<file path="src/rtl/i2c_evt_pkg.sv">
package i2c_evt_pkg;
   localparam int unsigned EVT_N = 7;

   typedef enum logic [1:0] {
      RA_STATUS = 2'd0,
      RA_MASK   = 2'd1,
      RA_VECTOR = 2'd2,
      RA_SPARE  = 2'd3
   } reg_addr_e;
endpackage

</file>
<file path="src/rtl/evt_flag_bank.sv">
module evt_flag_bank #(
   parameter int unsigned N = 7
) (
   input  logic         clk,
   input  logic         rst_n,
   input  logic [N-1:0] set_i,
   input  logic [N-1:0] clr_i,
   output logic [N-1:0] flag_o
);
   logic [N-1:0] flag_q;

   for (genvar k = 0; k < N; k++) begin : g_flag
      always_ff @(posedge clk or negedge rst_n) begin
         if (!rst_n)          flag_q[k] <= 1'b0;
         else if (set_i[k])   flag_q[k] <= 1'b1;
         else if (clr_i[k])   flag_q[k] <= 1'b0;
      end

      AST_SET_WINS: assert property (@(posedge clk) disable iff (!rst_n)
         set_i[k] |=> flag_q[k]);
      AST_CLR_TAKES: assert property (@(posedge clk) disable iff (!rst_n)
         (clr_i[k] && !set_i[k]) |=> !flag_q[k]);
      AST_FLAG_HOLD: assert property (@(posedge clk) disable iff (!rst_n)
         (!clr_i[k] && !set_i[k]) |=> $stable(flag_q[k]));
   end

   assign flag_o = flag_q;
endmodule

</file>
<file path="src/rtl/evt_prio_enc.sv">
module evt_prio_enc #(
   parameter int unsigned N      = 7,
   parameter int unsigned CODE_W = $clog2(N + 1)
) (
   input  logic [N-1:0]      req_i,
   output logic [CODE_W-1:0] code_o,
   output logic [N-1:0]      ack_o
);
   if (N >= (1 << CODE_W)) begin : g_bad_width
      $error("evt_prio_enc: CODE_W too narrow for N");
   end

   always_comb begin
      code_o = '0;
      ack_o  = '0;
      for (int i = N - 1; i >= 0; i--) begin
         if (req_i[i]) begin
            code_o = CODE_W'(i + 1);
            ack_o  = '0;
            ack_o[i] = 1'b1;
         end
      end
   end
endmodule

</file>
<file path="src/rtl/i2c_evt_vector.sv">
module i2c_evt_vector
   import i2c_evt_pkg::*;
#(
   parameter int unsigned DATA_W     = 16,
   parameter int unsigned ADDR_W     = 2,
   parameter int unsigned RSFULL_POS = 11,
   parameter int unsigned BUSY_POS   = 12
) (
   input  logic              clk,
   input  logic              rst_n,
   input  logic              wr_en_i,
   input  logic              rd_en_i,
   input  logic [ADDR_W-1:0] addr_i,
   input  logic [DATA_W-1:0] wdata_i,
   output logic [DATA_W-1:0] rdata_o,
   input  logic              ev_arb_lost_i,
   input  logic              ev_nack_i,
   input  logic              ev_acc_rdy_i,
   input  logic              ev_rx_rdy_i,
   input  logic              ev_tx_rdy_i,
   input  logic              ev_stop_i,
   input  logic              ev_slv_addr_i,
   input  logic              rx_full_i,
   input  logic              bus_busy_i,
   output logic              irq_o
);
   localparam int unsigned CODE_W = $clog2(EVT_N + 1);
   localparam logic [ADDR_W-1:0] A_STAT = ADDR_W'(RA_STATUS);
   localparam logic [ADDR_W-1:0] A_MASK = ADDR_W'(RA_MASK);
   localparam logic [ADDR_W-1:0] A_VEC  = ADDR_W'(RA_VECTOR);

   if (ADDR_W < 2) begin : g_bad_addr
      $error("i2c_evt_vector: ADDR_W must be at least 2");
   end
   if (BUSY_POS >= DATA_W || RSFULL_POS >= DATA_W) begin : g_bad_pos
      $error("i2c_evt_vector: live bit outside data word");
   end
   if (RSFULL_POS < EVT_N || BUSY_POS < EVT_N || RSFULL_POS == BUSY_POS) begin : g_overlap
      $error("i2c_evt_vector: live bits overlap event flags");
   end

   logic [EVT_N-1:0]  ev_set, ev_clr, flags, mask_q, pend, vec_ack;
   logic [CODE_W-1:0] vec_code;
   logic              wr_stat, wr_mask, rd_vec;
   logic              unused_wdata;

   assign ev_set = {ev_slv_addr_i, ev_stop_i, ev_tx_rdy_i, ev_rx_rdy_i,
                    ev_acc_rdy_i, ev_nack_i, ev_arb_lost_i};

   assign wr_stat = wr_en_i && (addr_i == A_STAT);
   assign wr_mask = wr_en_i && (addr_i == A_MASK);
   assign rd_vec  = rd_en_i && (addr_i == A_VEC);
   assign unused_wdata = ^wdata_i[DATA_W-1:EVT_N];

   assign ev_clr = (wr_stat ? wdata_i[EVT_N-1:0] : '0) | (rd_vec ? vec_ack : '0);

   evt_flag_bank #(.N(EVT_N)) u_flags (
      .clk    (clk),
      .rst_n  (rst_n),
      .set_i  (ev_set),
      .clr_i  (ev_clr),
      .flag_o (flags)
   );

   always_ff @(posedge clk or negedge rst_n) begin
      if (!rst_n)       mask_q <= '0;
      else if (wr_mask) mask_q <= wdata_i[EVT_N-1:0];
   end

   assign pend = flags & mask_q;

   evt_prio_enc #(.N(EVT_N), .CODE_W(CODE_W)) u_prio (
      .req_i  (pend),
      .code_o (vec_code),
      .ack_o  (vec_ack)
   );

   assign irq_o = |pend;

   always_comb begin
      rdata_o = '0;
      unique case (addr_i)
         A_STAT: begin
            rdata_o[EVT_N-1:0]  = flags;
            rdata_o[RSFULL_POS] = rx_full_i;
            rdata_o[BUSY_POS]   = bus_busy_i;
         end
         A_MASK:  rdata_o[EVT_N-1:0]  = mask_q;
         A_VEC:   rdata_o[CODE_W-1:0] = vec_code;
         default: rdata_o = '0;
      endcase
   end

   AST_IRQ_HAS_CODE: assert property (@(posedge clk) disable iff (!rst_n)
      irq_o |-> (vec_code != '0));
   AST_CODE_HAS_IRQ: assert property (@(posedge clk) disable iff (!rst_n)
      (vec_code != '0) |-> irq_o);
   AST_ACK_ONEHOT: assert property (@(posedge clk) disable iff (!rst_n)
      $onehot0(vec_ack));
   AST_VEC_ACK_CLEARS: assert property (@(posedge clk) disable iff (!rst_n)
      (rd_vec && ((vec_ack & ev_set) == '0)) |=> (($past(vec_ack) & flags) == '0));
   AST_MASK_STABLE: assert property (@(posedge clk) disable iff (!rst_n)
      !wr_mask |=> $stable(mask_q));
endmodule

</file>
<file path="config.mk">
export PLATFORM = sky130hd
export DESIGN_NAME = i2c_evt_vector
export DESIGN_NICKNAME = d
export VERILOG_FILES = /design/src/rtl/i2c_evt_pkg.sv /design/src/rtl/evt_flag_bank.sv /design/src/rtl/evt_prio_enc.sv /design/src/rtl/i2c_evt_vector.sv
export SDC_FILE = /design/constraint.sdc
export NUM_CORES = 1
export LEC_CHECK = 0
export ABC_AREA = 0
export ABC_CLOCK_PERIOD_IN_PS = 1400
export BUFFER_PORTS_ARGS = -buffer_cell sky130_fd_sc_hd__buf_2
export CAP_MARGIN = 20
export CORE_MARGIN = 3
export CORE_UTILIZATION = 39
export DETAILED_ROUTE_END_ITERATION = 6
export GPL_TIMING_DRIVEN = 0
export PLACE_DENSITY = 0.81
export SYNTH_ARGS = -nofsm -noshare
export SYNTH_HDL_FRONTEND = slang
export SYNTH_SLANG_ARGS = --single-unit
</file>
<file path="constraint.sdc">
create_clock -name clk -period 1.4 [get_ports clk]
set_clock_uncertainty 0.2 [all_clocks]
set_input_delay 0.14 -clock clk [delete_from_list [all_inputs] [get_ports clk]]
set_output_delay 0.14 -clock clk [all_outputs]
set_load 0.01 [all_outputs]
</file>
# ---- Word level (Yosys, flattened, before mapping)
# Index checks and enable logic that the tools add are counted.
dict set report word_totals {
  regBits 14
  in_bits 31
  output_inout_bits 17
  elab_cells 57
}
dict set report op_classes {
  n_eq_ne 2
  reduce_logical 12
  n_bitwise 2
  muxes 33
}
# operator count
set op_table {}
lappend op_table {{2-to-1 mux 7 bit} 9}
lappend op_table {{2-to-1 mux 3 bit} 7}
lappend op_table {{2-to-1 mux 1 bit} 14}
lappend op_table {{nonzero test 2 bit} 7}
lappend op_table {{one-hot mux 3 bit (3 select lines)} 1}
lappend op_table {{one-hot mux 4 bit (2 select lines)} 1}
lappend op_table {{bitwise AND 7 bit} 1}
lappend op_table {{OR 7 bit} 1}
lappend op_table {{OR reduction 7 bit} 1}
lappend op_table {{logical AND 1 bit} 3}
lappend op_table {{equality test 2 x 1 -> 1 bit (second input constant)} 1}
lappend op_table {{equality test 2 bit (second input constant)} 1}
lappend op_table {{logical NOT 2 bit} 1}
lappend op_table {{2-to-1 mux 2 bit} 1}

# ---- Depth between registers and ports, before layout
# Gate-level depths: netlist of run 1.
dict set report depth {
  word_depth 12
  mapped_depth 6
  depth_no_buf 4
}

# ---- Cells and area by module
# A second synthesis of run 1 with hierarchy kept.
dict set report unflattened {
  hier_cells 118
  hier_area_um2 1072.3
}
# mod cells_per_inst seq_area_each_um2 n_inst area_each_um2
set by_module_without_submodules {}
lappend by_module_without_submodules {i2c_evt_vector 77 175.2 1 686.9}
lappend by_module_without_submodules {evt_flag_bank 21 175.2 1 254.0}
lappend by_module_without_submodules {evt_prio_enc 20 0.0 1 131.4}

# ---- Worst setup path after synthesis of run 1
# OpenSTA, ideal clock, no wires.
dict set report synth_path {
  path_kind {reg2reg}
  start {register mask_q[0]}
  end {register u_flags.flag_q[6], in the netlist u_flags.flag_o[6]}
  setup_ns 0.120
  stages_incl_launch_ff 5
  synth_period_minus_slack_ns 1.584
  t_required_ns 1.080
  arrival_time_ns 1.264
  path_slack_ns -0.184
  n_path_buf 0
  path_cell_list {dfrtp_1 a222oi_1 and3_1 nand3_1 a31o_1}
}
dict set report synth_via {
  elab_chain_cells 5
}
# element line_no
set synth_rtl {}
lappend synth_rtl {{start: declaration} i2c_evt_vector.sv:42} ;# logic [EVT_N-1:0] ev_set, ev_clr, flags, mask_q, pend, vec_ack;
lappend synth_rtl {{start signal: assignment} i2c_evt_vector.sv:67} ;# else if (wr_mask) mask_q <= wdata_i[EVT_N-1:0];
lappend synth_rtl {{bitwise AND 7 bit} i2c_evt_vector.sv:70} ;# assign pend = flags & mask_q;
lappend synth_rtl {{2-to-1 mux 7 bit} evt_prio_enc.sv:17} ;# if (req_i[i]) begin
lappend synth_rtl {{2-to-1 mux 7 bit} i2c_evt_vector.sv:55} ;# assign ev_clr = (wr_stat ? wdata_i[EVT_N-1:0] : '0) | (rd_vec ? vec_ack : '0);
lappend synth_rtl {{OR 7 bit} i2c_evt_vector.sv:55}
lappend synth_rtl {{nonzero test 2 bit (no line)} -}
lappend synth_rtl {{end signal: indexed assignment} evt_flag_bank.sv:14} ;# if (!rst_n) flag_q[k] <= 1'b0;
lappend synth_rtl {{end signal: indexed assignment} evt_flag_bank.sv:15} ;# else if (set_i[k]) flag_q[k] <= 1'b1;
lappend synth_rtl {{end signal: indexed assignment} evt_flag_bank.sv:16} ;# else if (clr_i[k]) flag_q[k] <= 1'b0;
lappend synth_rtl {{end: declaration} evt_flag_bank.sv:10} ;# logic [N-1:0] flag_q;
# No other way between the ends.
# A chain may end at the register's enable or synchronous reset.

# ---- Worst setup path in the final report of run 1
# Same ends and word-level chain as after synthesis.

==> impl_metrics.py, run 1 <==
metrics = {
    "grt": {
        "grt_pass1_wl_mm": 4.160,
        "grt_util_all_layers": 0.2035,
        "grt-busiest-layer": "met2",
        "antenna_found_initial": 0,
        "grt_overflow": 0,
        "use_met3": 0.03380,
        "grt_max_degree": 15,
        "first_global_vias": 945,
        "use_met1": 0.2215,
        "grtUsageMet2": 0.3735,
    },
    "route": {
        "first_iter_violations": 28,
        "drc_errors": 0,
        "via_per_inst": 5.251,
        "vias": 961,
        "wl_per_cell_um": 14.62,
        "postRouteAntennaNets": 0,
        "wl_mm": 2.676,
        "dr.pass1.iters": 4,
    },
    "floorplan": {
        "die_x_um": 53.39,
        "std_cell_rows": 16,
        "die_area_mm2": 0.002850,
        "die_h_um": 53.39,
        "start_util": 0.4289,
        "io_pins": 48,
        "core_mm2": 0.002042,
    },
    "synth": {
        "synth_compound_area_frac": 0.1529,
        "yosys.area_share.adder": 0,
        "synth_seq_cells": 14,
        "yosysWarnings": 0,
        "muxShareOfSynthArea": 0.1700,
        "synth-xor-area-share": 0,
        "syn_area_per_cell_um2": 9.418,
        "synth.area.top_cells": "dfrtp_1, mux2_2, nand2_1",
        "synth_edf_count": 0,
        "yosys.area.top_type": "dfrtp_1",
        "synth-async-reset-ratio": 1.000,
        "synthCells": 93,
        "synthDominantCellAreaShare": 0.4000,
        "synth.distinct_cells": 26,
        "synth-simple-area-share": 0.1929,
        "syn_area_um2": 875.8,
        "yosysSeqAreaShare": 0.4000,
        "synth_top_family_by_area": "simple AND/OR/NAND/NOR gates",
        "yosys_most_used_dff": "dfrtp_1",
    },
    "cts": {
        "cts_tree": "yes",
        "cts_root_buf": "clkbuf_4",
        "cts-buffers-inserted": 3,
        "clock-sinks": 14,
        "htreeDepth": 1,
        "path_clk_slew_ps": 80,
        "cts_buffer_depth": 2,
        "clock_latency_ps": 280,
    },
    "place": {
        "dp_hpwl_mm": 1.701,
        "numPortBuffers": 29,
        "gp_congestion": 0.8321,
        "post_dp_cell_area_mm2": 0.001085,
    },
    "worst_setup_path": {
        "critPathKind": "reg -> reg",
        "cp-start-kind": "flop",
        "crit_arrival_ps": 1740,
        "crit_required_ps": 1360,
        "cp-end-kind": "flop",
        "crit_path_max_fanout": 3,
    },
    "hold_path": {
        "hold_class": "in -> reg",
    },
    "layout": {
        "n_fill_cell": 161,
        "syn2layout_area_growth_pct": 59.71,
        "layout.nets": 189,
        "finish.instance_area_mm2": 0.001399,
        "diodes": 0,
        "drive_gt1_frac": 0.4744,
        "seqCellArea_um2": 354.1,
        "multi_input_area_um2": 536.8,
    },
    "timing": {
        "whs_ps": 69.07,
        "setup_viol": 10,
        "final_hold_viol_count": 0,
        "drv_slew": 0,
        "setup_ws_ps": -373.4,
        "setup_tns_ps": -2525,
        "rsz0062_at_grt": "yes",
        "post-route-period-util": 1.267,
        "clock.fmax_ghz": 0.5639,
        "fin_crit_ps": 1773,
    },
    "status": {
        "violations": "negative setup slack",
        "status": "finished with violations",
    },
    "power": {
        "p_leak_uw": 0.0006561,
        "peakVddDrop_uv": 749.6,
        "p_per_area_mw_per_mm2": 863.1,
    },
    "run": {
        "cap_violations": 0,
    },
}
==> through the flow <==
| step | total power (uW) | worst slack (ps) | utilization | std cells |
|---|---|---|---|---|
| floorplan | 720.8 | -162.0 | - | 99 |
| global placement | 816.9 | -275.6 | 0.5313 | 155 |
| detailed placement | 832.4 | -347.7 | 0.5313 | 155 |
| CTS | 1158 | -341.2 | 0.6605 | 182 |
| global route | 1281 | -481.1 | 0.6850 | 183 |
| finish | 1207 | -373.4 | 0.6850 | 183 |
==> sequential cells by signal, summed over array words and instances, names as in the netlist <==
| signal | cells |
|---|---|
| u_flags.flag_o | 7 |
| mask_q | 7 |
==> path summary, 6_finish.rpt <==
path	slack, ps	depth (start not counted)	startpoint	to
max	-370	4	mask_q[0]$_DFFE_PN0P_	u_flags.flag_o[6]$_DFFE_PN0P_
min	70	3	rd_en_i	u_flags.flag_o[0]$_DFFE_PN0P_
max reg2reg	-370	4	mask_q[0]$_DFFE_PN0P_	u_flags.flag_o[6]$_DFFE_PN0P_
min reg2reg	340	1	u_flags.flag_o[6]$_DFFE_PN0P_	u_flags.flag_o[6]$_DFFE_PN0P_
max in group asynchronous	650	2	rst_n	u_flags.flag_o[3]$_DFFE_PN0P_
min in group asynchronous	90	2	rst_n	mask_q[2]$_DFFE_PN0P_
==> cell usage in the layout, fill, tap and decap left out, drive strengths merged <==
cell type    Yosys  final
a21o             1      1
dfrtp           14     14
buf             10     49
nand3            4      4
dlygate4sd3      0     15
mux2             7      7
a31o             6      6
o32ai            1      1
nand4            1      1
o21ai            1      1
nand2           19     19
nor2             5      5
mux2i            7      7
a222oi           1      1
and2b            1      1
a21oi            2      2
and3             3      3
o22ai            1      1
a22oi            1      1
nand3b           1      1
and2             3      3
conb             1      7
clkbuf           0      3
a32oi            1      1
o311ai           1      1
a221oi           1      1
==> routing by layer <==
| layer | vias up | wire length (um) |
|---|---|---|
| li1 | 458 | - |
| met1 | 450 | 1022 |
| met2 | 45 | 1394 |
| met3 | 8 | 184 |
| met4 | 0 | 75 |
| met5 | - | 0 |
==> cells in the mapped netlist, drive strengths merged (2+ instances only) <==
cell	number
dfrtp	14
nand2	19
a21oi	2
buf	10
and2	3
nor2	5
nand3	4
mux2i	7
mux2	7
and3	3
a31o	6
==> kinds of logic (layout without fill, tap and decap cells) <==
family | Yosys count | count (layout)
AOI/OAI and AO/OA | 17 | 17
buffers and inverters | 10 | 67
DFF | 14 | 14
muxes | 14 | 14
other | 1 | 7
and+or+nand+nor | 37 | 37
==> critical path, cell delays in order, from the launching register on <==
cell      delay, ps
dfrtp_1         420
a222oi_1        430
and3_1          270
nand3_1         110
a31o_1          220
==> repair_timing <==
action | in CTS | in global routing
pin swaps | 10 | 11
endpoints found under the hold margin | 28 | 0
resized for setup | 9 | 9
setup endpoints to repair | 10 | 12
setup buffers | 9 | 2
gates cloned | 0 | 0
hold buffers | 15 | 0
==> power by group <==
part / switching, uW / internal [uW]
combinational: 206 / 253
sequential: 72.0 / 456
clock: 121 / 99.7
==> layout make-up <==
class / instances / area share
multi-input combinational: 75 / 0.3837
tap: 27 / 0.02415
sequential: 14 / 0.2531
clock buffer: 3 / 0.01610
timing repair buffer: 54 / 0.2728
buffer: 10 / 0.05009
Note: power is estimated with default switching activity, not from simulation.
==> run 2: changes to the inputs <==
--- a/config.mk
+++ b/config.mk
@@ -8,3 +8,3 @@
 export ABC_AREA = 0
-export ABC_CLOCK_PERIOD_IN_PS = 1400
+export ABC_CLOCK_PERIOD_IN_PS = 1650
 export BUFFER_PORTS_ARGS = -buffer_cell sky130_fd_sc_hd__buf_2
@@ -12,6 +12,6 @@
 export CORE_MARGIN = 3
-export CORE_UTILIZATION = 39
+export CORE_UTILIZATION = 43
 export DETAILED_ROUTE_END_ITERATION = 6
 export GPL_TIMING_DRIVEN = 0
-export PLACE_DENSITY = 0.81
+export PLACE_DENSITY = 0.85
 export SYNTH_ARGS = -nofsm -noshare
==> constraint.sdc (replaced) <==
create_clock -name clk -period 1.65 [get_ports clk]
set_clock_uncertainty 0.2 [all_clocks]
set_input_delay 0.495 -clock clk [delete_from_list [all_inputs] [get_ports clk]]
set_output_delay 0.495 -clock clk [all_outputs]
set_load 0.01 [all_outputs]
==> run 2 against run 1 <==
- the run still ends with negative setup slack left
- global-route usage is 1.1 points lower
- sequential share of layout area is 1.3 points higher
- critical path depth is 1 higher
- critical endpoint is now rdata_o[2]
- largest power group unchanged
- highest routed layer unchanged
==> impl_metrics.py, run 2 (synthesis gave the netlist of run 1 again) <==
metrics = {
    "route": {
        "wl_mm": 2.722,
        "vias": 944,
        "via_per_inst": 5.520,
        "first_iter_violations": 45,
        "postRouteAntennaNets": 0,
        "wl_per_cell_um": 15.92,
        "dr.pass1.iters": 4,
        "drc_errors": 0,
    },
    "status": {
        "violations": "negative setup slack",
        "status": "finished with violations",
    },
    "floorplan": {
        "start_util": 0.4811,
        "die_area_mm2": 0.002614,
        "std_cell_rows": 15,
        "die_h_um": 51.13,
        "die_x_um": 51.13,
        "core_mm2": 0.001821,
        "io_pins": 48,
    },
    "layout": {
        "layout.cells.non_filler": 171,
        "diodes": 0,
        "layout.nets": 179,
        "n_fill_cell": 154,
        "multi_input_area_um2": 555.5,
        "post-route-util": 0.7368,
        "syn2layout_area_growth_pct": 53.14,
        "seqCellArea_um2": 356.6,
        "drive_gt1_frac": 0.5822,
        "layout_commonest_cell": "buf_2",
        "final_cell_mix": "buf_2, buf_4, nand2_1",
    },
    "worst_setup_path": {
        "crit_arrival_ps": 1480,
        "critPathBufInv": 2,
        "cp-end-kind": "primary output",
        "crit_path_cell_trace": "buf_12 > and2b_2 > nand2_1 > o32ai_2 > buf_2",
        "crit_required_ps": 950,
        "cp-start-kind": "primary input",
        "cpPeakStageDelay_ps": 290,
        "crit_path_max_fanout": 10,
        "crit_family": "simple AND/OR/NAND/NOR gates",
        "critPathKind": "in -> out",
        "worst_path_max_delay_cell": "o32ai_2",
    },
    "grt": {
        "grt_overflow": 0,
        "grt_pass1_wl_mm": 3.815,
        "first_global_vias": 831,
        "antenna_found_initial": 0,
        "grt_util_all_layers": 0.1929,
        "grt_max_degree": 15,
    },
    "cts": {
        "cts_tree": "yes",
        "cts-buffers-inserted": 3,
        "clock-sinks": 14,
        "clock_latency_ps": 280,
        "htreeDepth": 1,
        "path_clk_slew_ps": 80,
        "cts_root_buf": "clkbuf_4",
        "cts_buffer_depth": 2,
    },
    "timing": {
        "setup_ws_ps": -530.0,
        "post-route-period-util": 1.321,
        "whs_ps": 194.5,
        "setup_viol": 13,
        "fin_crit_ps": 2180,
        "clock.fmax_ghz": 0.4587,
        "final_hold_viol_count": 0,
        "rsz0062_at_grt": "yes",
        "drv_slew": 0,
    },
    "hold_path": {
        "hold_class": "in -> reg",
    },
    "power": {
        "p_per_area_mw_per_mm2": 799.2,
        "peakVddDrop_uv": 559.6,
        "p_leak_uw": 0.0006322,
    },
    "run": {
        "cap_violations": 0,
    },
    "place": {
        "dpl.cell_count": 153,
        "dp_hpwl_mm": 1.603,
        "gp_congestion": 0.8353,
        "numPortBuffers": 29,
    },
}
[run 2: what timing repair did]
item                                   CTS  global route
hold buffers                             1             0
resized for setup                       17            15
setup endpoints to repair               13            13
endpoints found under the hold margin   14             0
pin swaps                               19            10
setup buffers                            9             7
[run 2: worst register-to-register path, cell delays in order (launching register included)]
cell and delay, ps:
dfrtp_1 430, a222oi_1 430, and3_1 280, nand3_1 100, a31o_1 220
[run 2: metal layers]
metal	track usage	share of wire	vias to the layer above
li1	-	-	431
met1	0.2597	0.40	443
met2	0.3069	0.49	57
met3	0.03207	0.084	13
met4	0.07623	0.029	0
met5	0	0	-
[run 2: path summary, 6_finish.rpt]
check	start	to	slack (ps)	depth (start not counted)
worst min register to register	mask_q[6]$_DFFE_PN0P_	mask_q[6]$_DFFE_PN0P_	360	1
worst max-delay path	addr_i[0]	rdata_o[2]	-530	5
worst max register to register	u_flags.flag_o[0]$_DFFE_PN0P_	u_flags.flag_o[6]$_DFFE_PN0P_	-110	4
min in group asynchronous	rst_n	mask_q[4]$_DFFE_PN0P_	430	2
worst min-delay path	ev_arb_lost_i	u_flags.flag_o[0]$_DFFE_PN0P_	190	2
max in group asynchronous	rst_n	mask_q[5]$_DFFE_PN0P_	570	2
[run 2: per-stage QoR]
| stage | setup TNS (ps) | total power (uW) | instance area (um^2) | worst slack, ps |
|---|---|---|---|---|
| floorplan | -663.2 | 615.2 | 918.4 | -278.2 |
| global placement | -3050 | 696.0 | 1095 | -462.3 |
| detailed placement | -3297 | 709.6 | 1095 | -488.1 |
| CTS | -2470 | 989.2 | 1247 | -454.9 |
| global route | -3659 | 1127 | 1341 | -553.9 |
| finish | -3026 | 1072 | 1341 | -530.0 |
[run 2: cell type report]
cell class / instances / share of cell area
Multi-Input combinational cell: 75 / 0.4142
Sequential cell: 14 / 0.2659
Timing Repair Buffer: 44 / 0.2071
Buffer: 10 / 0.07276
Clock buffer: 3 / 0.01679
Tap cell: 25 / 0.02332
[run 2: where the power goes]
group          internal [uW]  switching, uW
clock network           84.8            115
logic                    227            199
registers                388           58.8
total                    700            372
==> run 3: changes to the inputs <==
==> constraint.sdc (replaced) <==
create_clock -name clk -period 1.65 [get_ports clk]
set_clock_uncertainty 0.2 [all_clocks]
set_input_delay 0.0825 -clock clk [delete_from_list [all_inputs] [get_ports clk]]
set_output_delay 0.0825 -clock clk [all_outputs]
set_load 0.01 [all_outputs]
==> run 3 against run 2 <==
- the flow still finishes with violations (negative setup slack)
- final area rose by 1.3%
- non-clock buffer count rose by 9
- count of clock-buffer cells in the layout did not move
- flip-flop and latch count did not move
- clock power barely moved
- critical endpoint is now rdata_o[1]
==> impl_metrics.py, run 3 (synthesis gave the netlist of run 1 again) <==
metrics = {
    "worst_setup_path": {
        "cp-start-kind": "flop",
        "setup.worst_path.start": "u_flags.flag_o[4]$_DFFE_PN0P_",
        "worst_path_max_delay_cell": "dfrtp_1",
        "crit_required_ps": 1370,
        "critPathBufInv": 1,
        "cpPeakStageDelay_ps": 410,
        "critPathKind": "reg -> out",
        "crit_path_cell_trace": "a22oi_2 > a21oi_1 > o22ai_1 > buf_2",
        "crit_path_max_fanout": 3,
        "r2r-start": "mask_q[0]$_DFFE_PN0P_",
        "cp-end-kind": "primary output",
        "crit_arrival_ps": 1450,
        "crit_family": "compound AO/OA/AOI/OAI gates",
    },
    "layout": {
        "n_fill_cell": 149,
        "layout_commonest_cell": "buf_2",
        "syn2layout_area_growth_pct": 55.14,
        "post-route-util": 0.7464,
        "final_cell_mix": "buf_2, buf_4, nand2_1, dlygate4sd3_1, dfrtp_1",
        "diodes": 0,
        "drive_gt1_frac": 0.4452,
        "finish.instance_area_mm2": 0.001359,
        "layout.nets": 188,
    },
    "route": {
        "route.met2.wl_mm": 1.249,
        "vias": 941,
        "highest_layer": "met4",
        "dr.pass1.iters": 4,
        "first_iter_violations": 36,
        "wl_per_cell_um": 13.90,
        "drc_errors": 0,
        "wl_mm": 2.502,
        "postRouteAntennaNets": 0,
        "wl_met3_um": 208,
        "via_per_inst": 5.228,
        "m1WireLength_um": 992,
    },
    "timing": {
        "setup_viol": 6,
        "final_hold_viol_count": 0,
        "fin_crit_ps": 1735,
        "post-route-period-util": 1.051,
        "drv_slew": 0,
        "rsz0062_at_grt": "yes",
        "clock.fmax_ghz": 0.5765,
        "setup_ws_ps": -84.73,
    },
    "place": {
        "dp_hpwl_mm": 1.562,
        "post_dp_cell_area_mm2": 0.001075,
        "numPortBuffers": 29,
        "gp_congestion": 0.8368,
    },
    "grt": {
        "grt_pass1_wl_mm": 3.884,
        "grt_util_all_layers": 0.1969,
        "first_global_vias": 867,
        "grt_overflow": 0,
        "grt_max_degree": 15,
        "antenna_found_initial": 0,
    },
    "power": {
        "p_leak_uw": 0.0006416,
        "peakVddDrop_uv": 505.5,
        "p_per_area_mw_per_mm2": 738.5,
    },
    "cts": {
        "cts_tree": "yes",
        "cts-buffers-inserted": 3,
        "htreeDepth": 1,
        "cts_buffer_depth": 2,
        "clock-sinks": 14,
        "path_clk_slew_ps": 80,
        "clock_latency_ps": 290,
        "cts_root_buf": "clkbuf_4",
    },
    "floorplan": {
        "die_x_um": 51.13,
        "die_h_um": 51.13,
        "std_cell_rows": 15,
        "io_pins": 48,
        "core_mm2": 0.001821,
        "start_util": 0.4811,
        "die_area_mm2": 0.002614,
    },
    "run": {
        "cap_violations": 0,
    },
    "status": {
        "violations": "negative setup slack",
        "status": "finished with violations",
    },
    "hold_path": {
        "hold_class": "in -> async",
    },
}
==> run 3: cell types whose count changed in the layout (fill, tap and decap cells not counted), moves of 2 or more <==
cell,change
buf_4,-2
buf_2,+2
dfrtp_1,+3
buf_6,-4
dfrtp_2,-3
dlygate4sd3_1,+15
a21oi_1,+2
a21oi_2,-2
buf_12,-2
==> run 3: routing by layer <==
layer	GRT usage	vias up
met5	0	-
met4	0.05830	0
met3	0.03790	8
met2	0.3391	56
met1	0.2473	429
li1	-	448
==> run 3: metrics by stage <==
step / total power, uW / TNS [ps] / worst slack (ps) / hold slack, ps / instances
3_3_place_gp: 687.9 / -36.60 / -26.24 / -214.1 / 153
4_1_cts: 960.1 / -228.4 / -60.57 / 21.85 / 176
2_1_floorplan: 607.3 / 0 / 66.33 / -413.1 / 99
3_5_place_dp: 697.9 / -154.6 / -73.79 / -203.7 / 153
5_1_grt: 1065 / -727.1 / -160.9 / 49.56 / 180
6_report: 1003 / -279.0 / -84.73 / 24.52 / 180
==> run 3: final cells by class <==
type | count | area, um^2 | share of cell area
repair buffers | 53 | 365.4 | 0.2689
flip-flops and latches | 14 | 352.8 | 0.2597
well taps | 25 | 31.28 | 0.02302
plain buffers | 10 | 70.07 | 0.05157
multi-input cells | 75 | 516.7 | 0.3803
clock buffers | 3 | 22.52 | 0.01657
==> run 3: path summary, 6_finish.rpt <==
path                                            endpoint  depth (start not counted)  slack, ps
setup reg to reg           u_flags.flag_o[6]$_DFFE_PN0P_                          4        -60
hold reg to reg            u_flags.flag_o[6]$_DFFE_PN0P_                          1        340
min in group clk           u_flags.flag_o[6]$_DFFE_PN0P_                          5        230
hold / removal                     mask_q[4]$_DFFE_PN0P_                          2         20
setup / recovery                              rdata_o[1]                          4        -80
max in group asynchronous          mask_q[1]$_DFFE_PN0P_                          2        960
==> run 3: worst reg2reg max path, stage by stage (launching register included) <==
cell and delay, ps:
dfrtp_1 420, a222oi_1 390, and3_1 290, nand3_1 100
a31o_1 220
==> run 3: repair_timing <==
item,in CTS,in global routing
hold buffers,16,0
endpoints found under the setup margin,7,7
hold endpoints to repair,28,0
buffers inserted,4,4
pin swaps,8,8
gates resized for setup,9,3
==> run 3: power breakdown <==
group	switching (uW)	internal [uW]
Clock	115	85.0
Combinational	168	195
Sequential	53.3	386
